**config.mk**
```make
export PLATFORM = sky130hd
export DESIGN_NAME = spm_ctrl
export DESIGN_NICKNAME = d
export VERILOG_FILES = /design/src/rtl/spm_pkg.sv /design/src/rtl/spm_cmd_reg.sv /design/src/rtl/spm_page_buf.sv /design/src/rtl/spm_page_seq.sv /design/src/rtl/spm_ctrl.sv
export SDC_FILE = /design/constraint.sdc
export NUM_CORES = 1
export LEC_CHECK = 0
export ABC_AREA = 1
export BUFFER_PORTS_ARGS = -buffer_cell sky130_fd_sc_hd__buf_2
export CORE_AREA = 10 10 306 161
export CTS_BUF_LIST = sky130_fd_sc_hd__clkbuf_16
export DETAILED_ROUTE_END_ITERATION = 10
export DIE_AREA = 0 0 316 171
export PLACE_DENSITY = 0.77
export SLEW_MARGIN = 20
export SYNTH_ARGS = -nofsm -noshare
export SYNTH_HDL_FRONTEND = slang
export SYNTH_SLANG_ARGS = --single-unit
```
**constraint.sdc**
```tcl
create_clock -name clk -period 9.3 [get_ports clk]
set_input_delay 2.325 -clock clk [delete_from_list [all_inputs] [get_ports clk]]
set_output_delay 2.325 -clock clk [all_outputs]
set_load 0.02 [all_outputs]
```
**src/rtl/spm_pkg.sv**
```systemverilog
package spm_pkg;
   localparam int CMD_W = 5;

   typedef enum logic [CMD_W-1:0] {
      CMD_NONE   = 5'b00000,
      CMD_LOAD   = 5'b00001,
      CMD_ERASE  = 5'b00011,
      CMD_WRITE  = 5'b00101,
      CMD_LOCKRD = 5'b01001,
      CMD_CLRBUF = 5'b10001
   } cmd_e;

   typedef enum logic [1:0] {
      SQ_IDLE,
      SQ_REQ,
      SQ_STREAM,
      SQ_WAIT
   } seq_e;

   function automatic logic cmd_legal(input logic [CMD_W-1:0] v);
      return (v == CMD_LOAD) || (v == CMD_ERASE) || (v == CMD_WRITE) ||
             (v == CMD_LOCKRD) || (v == CMD_CLRBUF);
   endfunction

   function automatic logic cmd_is_long(input logic [CMD_W-1:0] v);
      return (v == CMD_ERASE) || (v == CMD_WRITE);
   endfunction
endpackage

```
**src/rtl/spm_cmd_reg.sv**
```systemverilog
module spm_cmd_reg
   import spm_pkg::*;
#(
   parameter int WINDOW = 4
) (
   input  logic             clk,
   input  logic             rst_n,
   input  logic             wr,
   input  logic [CMD_W-1:0] wdata,
   input  logic             strobe,
   input  logic             busy,
   input  logic             op_done,
   output cmd_e             cmd,
   output logic             fire
);
   localparam int CW = $clog2(WINDOW + 1);

   logic [CW-1:0] cnt;
   logic          armed;

   if (WINDOW < 1) begin : g_bad_window
      $error("spm_cmd_reg: WINDOW must be at least 1");
   end

   assign armed = cmd[0] && (cnt != '0) && !busy;
   assign fire  = strobe && armed;

   always_ff @(posedge clk) begin
      if (!rst_n) begin
         cmd <= CMD_NONE;
         cnt <= '0;
      end else if (busy) begin
         cnt <= '0;
         if (op_done) cmd <= CMD_NONE;
      end else if (fire) begin
         cnt <= '0;
         if (!cmd_is_long(cmd)) cmd <= CMD_NONE;
      end else if (wr && cmd_legal(wdata)) begin
         cmd <= cmd_e'(wdata);
         cnt <= CW'(WINDOW);
      end else if (cnt == CW'(1)) begin
         cmd <= CMD_NONE;
         cnt <= '0;
      end else if (cnt != '0) begin
         cnt <= cnt - CW'(1);
      end
   end

   AST_REG_LEGAL: assert property (@(posedge clk) disable iff (!rst_n)
      (cmd == CMD_NONE) || cmd_legal(cmd));
   AST_WINDOW_EXPIRE: assert property (@(posedge clk) disable iff (!rst_n)
      (armed && cnt == CW'(1) && !strobe && !wr) |=> (cmd == CMD_NONE));
   AST_WINDOW_BOUND: assert property (@(posedge clk) disable iff (!rst_n)
      (cnt <= CW'(WINDOW)) && ((cnt == '0) || cmd[0]));
   AST_BUSY_HOLD: assert property (@(posedge clk) disable iff (!rst_n)
      (busy && !op_done) |=> $stable(cmd));
endmodule

```
**src/rtl/spm_page_buf.sv**
```systemverilog
module spm_page_buf #(
   parameter int WORDS  = 32,
   parameter int DATA_W = 16,
   localparam int WB    = $clog2(WORDS)
) (
   input  logic              clk,
   input  logic              rst_n,
   input  logic              ld,
   input  logic [WB-1:0]     ld_idx,
   input  logic [DATA_W-1:0] ld_data,
   input  logic              clr,
   input  logic [WB-1:0]     rd_idx,
   output logic [DATA_W-1:0] rd_data
);
   logic [DATA_W-1:0] mem [WORDS];

   for (genvar i = 0; i < WORDS; i++) begin : g_word
      always_ff @(posedge clk) begin
         if (!rst_n || clr) begin
            mem[i] <= '1;
         end else if (ld && ld_idx == WB'(i)) begin
            mem[i] <= ld_data;
         end
      end
   end

   assign rd_data = mem[rd_idx];

   AST_LD_CLR_EXCL: assert property (@(posedge clk) disable iff (!rst_n)
      !(ld && clr));
endmodule

```
**src/rtl/spm_page_seq.sv**
```systemverilog
module spm_page_seq
   import spm_pkg::*;
#(
   parameter int WORDS  = 32,
   parameter int DATA_W = 16,
   parameter int PAGE_W = 10,
   localparam int WB    = $clog2(WORDS)
) (
   input  logic              clk,
   input  logic              rst_n,
   input  logic              start_erase,
   input  logic              start_write,
   input  logic [PAGE_W-1:0] start_page,
   input  logic              fl_done,
   input  logic [DATA_W-1:0] buf_rd_data,
   output logic              busy,
   output logic              op_done,
   output logic [WB-1:0]     rd_idx,
   output logic              fl_req_erase,
   output logic              fl_req_write,
   output logic [PAGE_W-1:0] fl_page,
   output logic              fl_wvalid,
   output logic [WB-1:0]     fl_windex,
   output logic [DATA_W-1:0] fl_wdata
);
   seq_e              state;
   logic              op_wr;
   logic [PAGE_W-1:0] page_q;
   logic [WB-1:0]     idx;

   always_ff @(posedge clk) begin
      if (!rst_n) begin
         state  <= SQ_IDLE;
         op_wr  <= 1'b0;
         page_q <= '0;
         idx    <= '0;
      end else begin
         unique case (state)
            SQ_IDLE: begin
               if (start_erase || start_write) begin
                  state  <= SQ_REQ;
                  op_wr  <= start_write;
                  page_q <= start_page;
               end
            end
            SQ_REQ: begin
               idx   <= '0;
               state <= op_wr ? SQ_STREAM : SQ_WAIT;
            end
            SQ_STREAM: begin
               if (idx == WB'(WORDS - 1)) state <= SQ_WAIT;
               idx <= idx + WB'(1);
            end
            SQ_WAIT: begin
               if (fl_done) state <= SQ_IDLE;
            end
            default: state <= SQ_IDLE;
         endcase
      end
   end

   assign busy         = (state != SQ_IDLE);
   assign op_done      = (state == SQ_WAIT) && fl_done;
   assign fl_req_erase = (state == SQ_REQ) && !op_wr;
   assign fl_req_write = (state == SQ_REQ) && op_wr;
   assign fl_page      = page_q;
   assign fl_wvalid    = (state == SQ_STREAM);
   assign fl_windex    = idx;
   assign rd_idx       = idx;
   assign fl_wdata     = buf_rd_data;

   AST_REQ_EXCL: assert property (@(posedge clk) disable iff (!rst_n)
      $onehot0({fl_req_erase, fl_req_write, fl_wvalid}));
   AST_STREAM_START: assert property (@(posedge clk) disable iff (!rst_n)
      $rose(fl_wvalid) |-> ($past(fl_req_write) && fl_windex == '0));
   AST_IDX_STEP: assert property (@(posedge clk) disable iff (!rst_n)
      (fl_wvalid && $past(fl_wvalid)) |-> (fl_windex == $past(fl_windex) + WB'(1)));
   AST_PAGE_STABLE: assert property (@(posedge clk) disable iff (!rst_n)
      (busy && $past(busy)) |-> $stable(fl_page));
endmodule

```
**src/rtl/spm_ctrl.sv**
```systemverilog
module spm_ctrl
   import spm_pkg::*;
#(
   parameter int PAGE_WORDS = 32,
   parameter int DATA_W     = 16,
   parameter int ADDR_W     = 16,
   parameter int WINDOW     = 4,
   localparam int WB        = $clog2(PAGE_WORDS),
   localparam int PAGE_W    = ADDR_W - WB - 1
) (
   input  logic              clk,
   input  logic              rst_n,
   input  logic              reg_wr,
   input  logic [CMD_W-1:0]  reg_wdata,
   output logic [CMD_W-1:0]  reg_rdata,
   input  logic              spm_strobe,
   input  logic [ADDR_W-1:0] z_addr,
   input  logic [DATA_W-1:0] spm_data,
   output logic              cpu_halt,
   output logic              fl_req_erase,
   output logic              fl_req_write,
   output logic [PAGE_W-1:0] fl_page,
   output logic              fl_wvalid,
   output logic [WB-1:0]     fl_windex,
   output logic [DATA_W-1:0] fl_wdata,
   input  logic              fl_done
);
   if (PAGE_WORDS < 2 || (1 << WB) != PAGE_WORDS) begin : g_bad_page
      $error("spm_ctrl: PAGE_WORDS must be a power of two, at least 2");
   end
   if (PAGE_W < 1) begin : g_bad_addr
      $error("spm_ctrl: ADDR_W too small for PAGE_WORDS");
   end

   cmd_e              cmd;
   logic              fire;
   logic              busy;
   logic              op_done;
   logic              buf_ld;
   logic              buf_clr;
   logic              go_erase;
   logic              go_write;
   logic [WB-1:0]     rd_idx;
   logic [DATA_W-1:0] rd_data;
   logic [WB-1:0]     word_idx;
   logic [PAGE_W-1:0] page_num;
   logic              unused_zlsb;

   assign word_idx    = z_addr[WB:1];
   assign page_num    = z_addr[ADDR_W-1:WB+1];
   assign unused_zlsb = z_addr[0];

   assign buf_ld   = fire && (cmd == CMD_LOAD);
   assign buf_clr  = fire && (cmd == CMD_CLRBUF);
   assign go_erase = fire && (cmd == CMD_ERASE);
   assign go_write = fire && (cmd == CMD_WRITE);

   spm_cmd_reg #(.WINDOW(WINDOW)) u_reg (
      .clk     (clk),
      .rst_n   (rst_n),
      .wr      (reg_wr),
      .wdata   (reg_wdata),
      .strobe  (spm_strobe),
      .busy    (busy),
      .op_done (op_done),
      .cmd     (cmd),
      .fire    (fire)
   );

   spm_page_buf #(.WORDS(PAGE_WORDS), .DATA_W(DATA_W)) u_buf (
      .clk     (clk),
      .rst_n   (rst_n),
      .ld      (buf_ld),
      .ld_idx  (word_idx),
      .ld_data (spm_data),
      .clr     (buf_clr),
      .rd_idx  (rd_idx),
      .rd_data (rd_data)
   );

   spm_page_seq #(.WORDS(PAGE_WORDS), .DATA_W(DATA_W), .PAGE_W(PAGE_W)) u_seq (
      .clk          (clk),
      .rst_n        (rst_n),
      .start_erase  (go_erase),
      .start_write  (go_write),
      .start_page   (page_num),
      .fl_done      (fl_done),
      .buf_rd_data  (rd_data),
      .busy         (busy),
      .op_done      (op_done),
      .rd_idx       (rd_idx),
      .fl_req_erase (fl_req_erase),
      .fl_req_write (fl_req_write),
      .fl_page      (fl_page),
      .fl_wvalid    (fl_wvalid),
      .fl_windex    (fl_windex),
      .fl_wdata     (fl_wdata)
   );

   assign reg_rdata = cmd;
   assign cpu_halt  = busy;

   AST_HALT_HOLDS_CMD: assert property (@(posedge clk) disable iff (!rst_n)
      cpu_halt |-> (reg_rdata[0] && cmd_is_long(reg_rdata)));
   AST_REQ_AFTER_FIRE: assert property (@(posedge clk) disable iff (!rst_n)
      (fl_req_erase || fl_req_write) |-> $past(spm_strobe));
   AST_DONE_CLEARS: assert property (@(posedge clk) disable iff (!rst_n)
      (cpu_halt && fl_done && !fl_req_erase && !fl_req_write && !fl_wvalid)
      |=> (!cpu_halt && reg_rdata == '0));
   AST_IDLE_NO_STREAM: assert property (@(posedge clk) disable iff (!rst_n)
      !cpu_halt |-> (!fl_wvalid && !fl_req_erase && !fl_req_write));
endmodule

```
==> key figures, run 1 <==
Power
  – Sw frac: 22.9%
  – Internal Power: 0.00372 W
  – Pwr/cell area: 173 nW/um2
  – LEAKAGE: 9.12 nW
  – Clock power share: 39.9%
  – Worst VDD drop: 135 uV
  – Tot Pwr: 0.00482 W
  – Logic pwr share: 4.7%
  – Net Sw Power: 0.00111 W
  – Sequential Power Share: 55.3%

Timing
  – F_max: 0.158 GHz
  – Final hold violation count: 0
  – Worst-Margin Slew: 1120 ps
  – Relative slew slack: 25.6%
  – Final setup viols: 0
  – Slew Limit Fails: 0
  – Skew final: 26.8 ps
  – Min cycle time layout: 6330 ps
  – Setup TNS: 0 ps
  – Period utilization: 68.1%
  – Unrepaired setup endpoints after global routing: no

Logic synthesis
  – Yosys Warn Count: 0
  – Distinct cell type count after synthesis: 32
  – Syn Area/Cell: 9.90 um2
  – Top-area cell type share of the netlist area: 59.2%
  – Cells after Synth: 2,623
  – Register area share after synthesis: 61.6%
  – Post-Syn Area: 26,000 um2
  – Async set-reset flop share out of synthesis: 0%
  – Cell taking the most area after synthesis: edfxtp_1
  – Number of flops mapped to enable cells by yosys: 512
  – Synth Register Bits: 543
  – Primary FF master, synth: edfxtp_1
  – Synthesized net count: 2,675
  – Area contributors post-synth: edfxtp_1, nand3_1, nand2_1

Setup path
  – R2r setup slk: 5880 ps
  – Critical Path Sink Type: output pin
  – Delay-heaviest family, CP: buffers and inverters
  – Crit start category: register
  – Critical Path Fanout Max: 49
  – Buf/Inv on CP: 4
  – Worst reg2reg path depth: 9
  – WP data required: 6980 ps
  – Arr. time, crit path: 4010 ps
  – Crit Reg-Reg Startpoint: u_reg.cnt[0]
  – Crit-path cells: buf_4, inv_2, buf_4, nand3_1, a21oi_1, nor2_1, a21oi_1, buf_2
  – Slowest CP cell: inv_2
  – FF-to-FF End: u_buf.mem[10][0]
  – Crit-path max cell delay: 830 ps
  – Critical path type: register to output pin

Outcome
  – Status: finished clean

GRT
  – Vias in the first global route: 19,051
  – Pin count of the biggest net entering global routing: 240
  – Total track usage: 26.7%
  – First-pass GRT wire length: 112 mm
  – GRT Residual Overflow: 0
  – Initial antenna violation count: 3

Floorplan
  – Initial core utilization: 58.7%
  – Core area: 44,200 um2
  – Die area: 54,000 um2
  – Die Y-Extent: 171 um
  – Row cnt: 55
  – Die width: 316 um
  – IO Pins: 82

Routing
  – Vias per inst: 6.34
  – Post-route ant nets: 0
  – Initial DRC count: 3,854
  – Via count: 20,216
  – Post-Route WL: 73.2 mm
  – DRC: 0
  – Wire per inst: 22.9 um
  – First drt pass iteration count: 6

Clock network
  – Clock transition at path regs: 70 ps
  – CTS tree: done
  – CTS H-Tree Depth: 2
  – CTS Hold Buffers Added: 0
  – Clk buf depth: 3
  – Clk root buf: clkbuf_16
  – Clk Latency, worst-skew pair: 610 ps
  – CTS Buf Count: 47
  – Setup Buffers After CTS: 0
  – PostCTS Resize Cnt: 0
  – Sink Count: 543

Placed design
  – # port buffers: 80
  – Placed inst area: 26,400 um2
  – DP HPWL: 42.6 mm
  – Cells after DPL: 3,103
  – Gpl congestion: 0.953

Cells and area
  – Area delta synth->final: 7.15%
  – Most frequent cells in the layout: nand3_1, nand2_1, edfxtp_1
  – Layout cell share with drive strength beyond 1: 9.69%
  – Post-route cell area: 27,800 um2
  – Final Non-Filler Cells: 3,190
  – Nets@finish: 2,606
  – Commonest non-fill, non-tap cell in the layout: nand3_1
  – FILL cells: 3,422

Min path
  – Worst Hold Class: register to register
  – Worst hold path cell count: 2
  – Hold Path End: u_reg.cnt[1]
  – Origin of the worst min-delay path: u_reg.cnt[1]

Flow run
  – Max-cap violations: 0
## tightest hold or removal path: cells and delay by family, from the launching register on
kind	cells	cell delay [ps]
and+or+nand+nor	1	60
DFF	1	310
AOI/OAI and AO/OA	1	50
## cells by family after synthesis
kind of cell | Yosys count | share of synthesized area [%]
flip-flops | 543 | 61.6
AO/OA/AOI/OAI | 178 | 3.62
AND/OR/NAND/NOR | 1581 | 28.6
adder cells (fa/ha/maj) | 10 | 0.482
buffers and inverters | 311 | 5.70
## registers in the layout, summed over array words and instances (netlist names), named ones only
register and flops:
u_seq.fl_page 10, u_reg.cmd 5, u_seq.fl_windex 5, u_buf.mem 512
u_reg.cnt 3, u_seq.state 2, u_seq.op_wr 1
## worst max-delay path by stage
stage	cells past startpoint	start	to	slack [ps]
2_1_floorplan	8	spm_strobe	u_buf.mem[0][0]	4450
3_3_place_gp	8	register	fl_wdata[8]	3760
3_5_place_dp	8	register	fl_wdata[8]	3760
4_1_cts	8	register	fl_wdata[8]	3150
5_1_grt	11	register	fl_wdata[9]	2820
6_report	8	register	fl_wdata[7]	2970
## routing by layer
layer | global-route usage (%) | wire, um | vias to the layer above
met1 | 38.2 | 28400 | 9571
met5 | 0 | 12 | -
met2 | 38.1 | 31400 | 1421
met4 | 7.91 | 1830 | 2
li1 | - | - | 9078
met3 | 8.90 | 11500 | 144
## cells in the mapped netlist (all sizes together) (2+ instances only)
| cell | n |
|---|---|
| nand4 | 2 |
| nand3 | 843 |
| inv | 53 |
| nor3 | 7 |
| edfxtp | 512 |
| o31ai | 16 |
| buf | 140 |
| dfxtp | 31 |
| o21ai | 46 |
| nor2 | 83 |
| a21oi | 112 |
| ha | 10 |
| clkbuf | 117 |
| or2 | 3 |
| nand2 | 643 |
## cell type report
class	instances	area, um2	area share (%)
timing repair buffer	139	893	3.21
tap	598	748	2.69
inverter	54	210	0.755
sequential	543	16000	57.5
antenna	3	7.51	0.0270
clock inverter	37	274	0.985
clock buffer	47	1180	4.23
multi-input combinational	1769	8510	30.6
## per-stage QoR
| step | hold WS [ps] | setup WS (ps) | utilization, % |
|---|---|---|---|
| finish | 467 | 2970 | 62.9 |
| global route | 504 | 2820 | 62.9 |
| CTS | 472 | 3150 | 62.9 |
| detailed placement | 464 | 3760 | 59.6 |
| global placement | 447 | 3760 | 59.6 |
| floorplan | 437 | 4450 | - |
## power groups by stage
stage               sequential [W]  combinational (W)  clock [W]
floorplan                  0.00273           0.000137          0
global route               0.00267           0.000244    0.00202
finish                     0.00267           0.000228    0.00193
CTS                        0.00267           0.000224    0.00192
global placement           0.00272           0.000211          0
detailed placement         0.00272           0.000223          0
(Power assumes the default switching activity.)
==> run 2: changes to the inputs <==
--- a/config.mk
+++ b/config.mk
@@ -7,10 +7,10 @@
 export LEC_CHECK = 0
 export ABC_AREA = 1
 export BUFFER_PORTS_ARGS = -buffer_cell sky130_fd_sc_hd__buf_2
-export CORE_AREA = 10 10 306 161
+export CORE_AREA = 10 10 313 164
 export CTS_BUF_LIST = sky130_fd_sc_hd__clkbuf_16
 export DETAILED_ROUTE_END_ITERATION = 10
-export DIE_AREA = 0 0 316 171
+export DIE_AREA = 0 0 323 174
 export PLACE_DENSITY = 0.77
 export SLEW_MARGIN = 20
 export SYNTH_ARGS = -nofsm -noshare
==> constraint.sdc (replaced) <==
create_clock -name clk -period 5.6 [get_ports clk]
set_input_delay 1.4 -clock clk [delete_from_list [all_inputs] [get_ports clk]]
set_output_delay 1.4 -clock clk [all_outputs]
set_load 0.02 [all_outputs]
==> run 2 against run 1 <==
Critical endpoint is now fl_wdata[12]. Highest routed layer unchanged. Clock power up 63%. Largest power group unchanged. First-iteration DRC count shrank 17%. Clock skew shrank 7.0 ps.
==> key figures, run 2 (same netlist as run 1, synthesis figures left out) <==
Setup path
  – R2r setup slk: 2190 ps
  – Critical Path Sink Type: output pin
  – Critical path type: register to output pin
  – Crit-path cells: inv_4, buf_12, buf_4, nand3_1, nand3_1, a21oi_1, nor2_1, a21oi_1, buf_2
  – Crit start category: register
  – Critical Path Fanout Max: 50
  – Delay-heaviest family, CP: buffers and inverters
  – Crit-path max cell delay: 440 ps
  – Slowest CP cell: nor2_1
  – Arr. time, crit path: 3140 ps
  – WP data required: 4200 ps
  – Buf/Inv on CP: 4

Placed design
  – DP HPWL: 44.1 mm
  – Placed inst area: 26,600 um2
  – # port buffers: 80
  – Gpl congestion: 0.879

Floorplan
  – IO Pins: 82
  – Die width: 323 um
  – Row cnt: 56
  – Die Y-Extent: 174 um
  – Initial core utilization: 56.3%
  – Core area: 46,100 um2
  – Die area: 56,200 um2

Power
  – Worst VDD drop: 297 uV
  – LEAKAGE: 9.22 nW
  – Pwr/cell area: 285 nW/um2
  – Tot Pwr: 0.00798 W

Cells and area
  – Multi-input gate area: 8510 um2
  – Nets@finish: 2,622
  – Area delta synth->final: 7.90%
  – Layout cell share with drive strength beyond 1: 10.0%
  – FILL cells: 3,700
  – Most frequent cells in the layout: nand3_1, nand2_1, edfxtp_1
  – Register Area: 16,000 um2
  – Commonest non-fill, non-tap cell in the layout: nand3_1
  – Post-route cell area: 28,000 um2
  – Max reg flops: 512
  – Utilization after layout: 60.8%
  – Largest Register: u_buf.mem

GRT
  – Pin count of the biggest net entering global routing: 181
  – GRT Residual Overflow: 0
  – Total track usage: 25.9%
  – Initial antenna violation count: 3
  – Vias in the first global route: 19,405
  – First-pass GRT wire length: 114 mm

Clock network
  – CTS Buf Count: 47
  – Clk root buf: clkbuf_16
  – Setup Buffers After CTS: 0
  – CTS H-Tree Depth: 2
  – Sink Count: 543
  – Clock transition at path regs: 60 ps
  – Clk Latency, worst-skew pair: 580 ps
  – Clk buf depth: 3
  – CTS Hold Buffers Added: 0
  – PostCTS Resize Cnt: 0
  – CTS tree: done

Timing
  – Period utilization: 81.1%
  – Final hold violation count: 0
  – Slew Limit Fails: 0
  – F_max: 0.220 GHz
  – Min cycle time layout: 4540 ps
  – Hold_ws: 486 ps
  – Relative slew slack: 36.5%
  – Worst-Margin Slew: 951 ps
  – Skew final: 19.8 ps
  – Unrepaired setup endpoints after global routing: no
  – Setup TNS: 0 ps
  – Final setup viols: 0

Routing
  – Wire per inst: 23.2 um
  – Post-Route WL: 74.5 mm
  – Initial DRC count: 3,209
  – Post-route ant nets: 0
  – Vias per inst: 6.37
  – First drt pass iteration count: 6
  – DRC: 0
  – Via count: 20,493

Outcome
  – Status: finished clean

Flow run
  – Max-cap violations: 0

Min path
  – Worst Hold Class: register to register
==> run 2: cell count changes in the layout (fill, tap and decap cells not counted), moves of 2 or more <==
cell | previous run | this run
o21ai_2 | 2 | 0
clkinv_1 | 12 | 15
o21ai_1 | 30 | 32
inv_16 | 2 | 0
inv_6 | 3 | 1
inv_1 | 61 | 63
buf_12 | 4 | 12
buf_4 | 55 | 63
diode_2 | 3 | 1
==> run 2: final timing paths <==
kind,from,endpoint,depth (start not counted)
worst max-delay path,register,fl_wdata[12],9
worst min-delay path,u_reg.cnt[1],u_reg.cnt[1],2
worst max register to register,u_reg.cnt[0],u_buf.mem[1][3],10
worst min register to register,u_reg.cnt[1],u_reg.cnt[1],2
==> run 2: report_power, final <==
group	switching, W	leakage, nW	total (W)	internal, W
logic	0.000315	4.76	0.000394	0.0000785
registers	0.00000822	3.71	0.00443	0.00443
clock network	0.00151	0.744	0.00315	0.00164
total	0.00183	9.22	0.00798	0.00615
==> run 2: worst register-to-register path, cell delays in order, from the launching register on <==
cell and delay [ps]:
dfxtp_1 370, inv_1 90, ha_1 200, inv_1 90, nor2_1 90, nor2_2 250, inv_2 90, nor3_4 310
nand2_4 530, nor2_2 920, nand3_1 190
==> run 2: area by class of cell <==
cell class                      instances  share of cell area [%]
Inverter                               54                   0.764
Clock buffer                           48                    4.29
Sequential cell                       543                    57.1
Tap cell                              609                    2.72
Antenna cell                            1                 0.00893
Multi-Input combinational cell       1769                    30.4
Timing Repair Buffer                  155                    3.97
Clock inverter                         37                   0.777
==> run 2: metal layers <==
layer / global-route usage [%] / share of wire, % / vias to the layer above
met1: 36.5 / 38 / 9781
li1: - / - / 9106
met4: 7.31 / 2.8 / 4
met5: 0 / 0.035 / -
met3: 8.36 / 15 / 165
met2: 38.0 / 44 / 1437
==> run 2: through the flow <==
stage                     setup slack, ps  cells
after detailed placement             1550   3129
final                                1060   3216
after floorplan                      1680   2623
after global routing                  906   3216
after CTS                             956   3214
after global placement               1600   3129
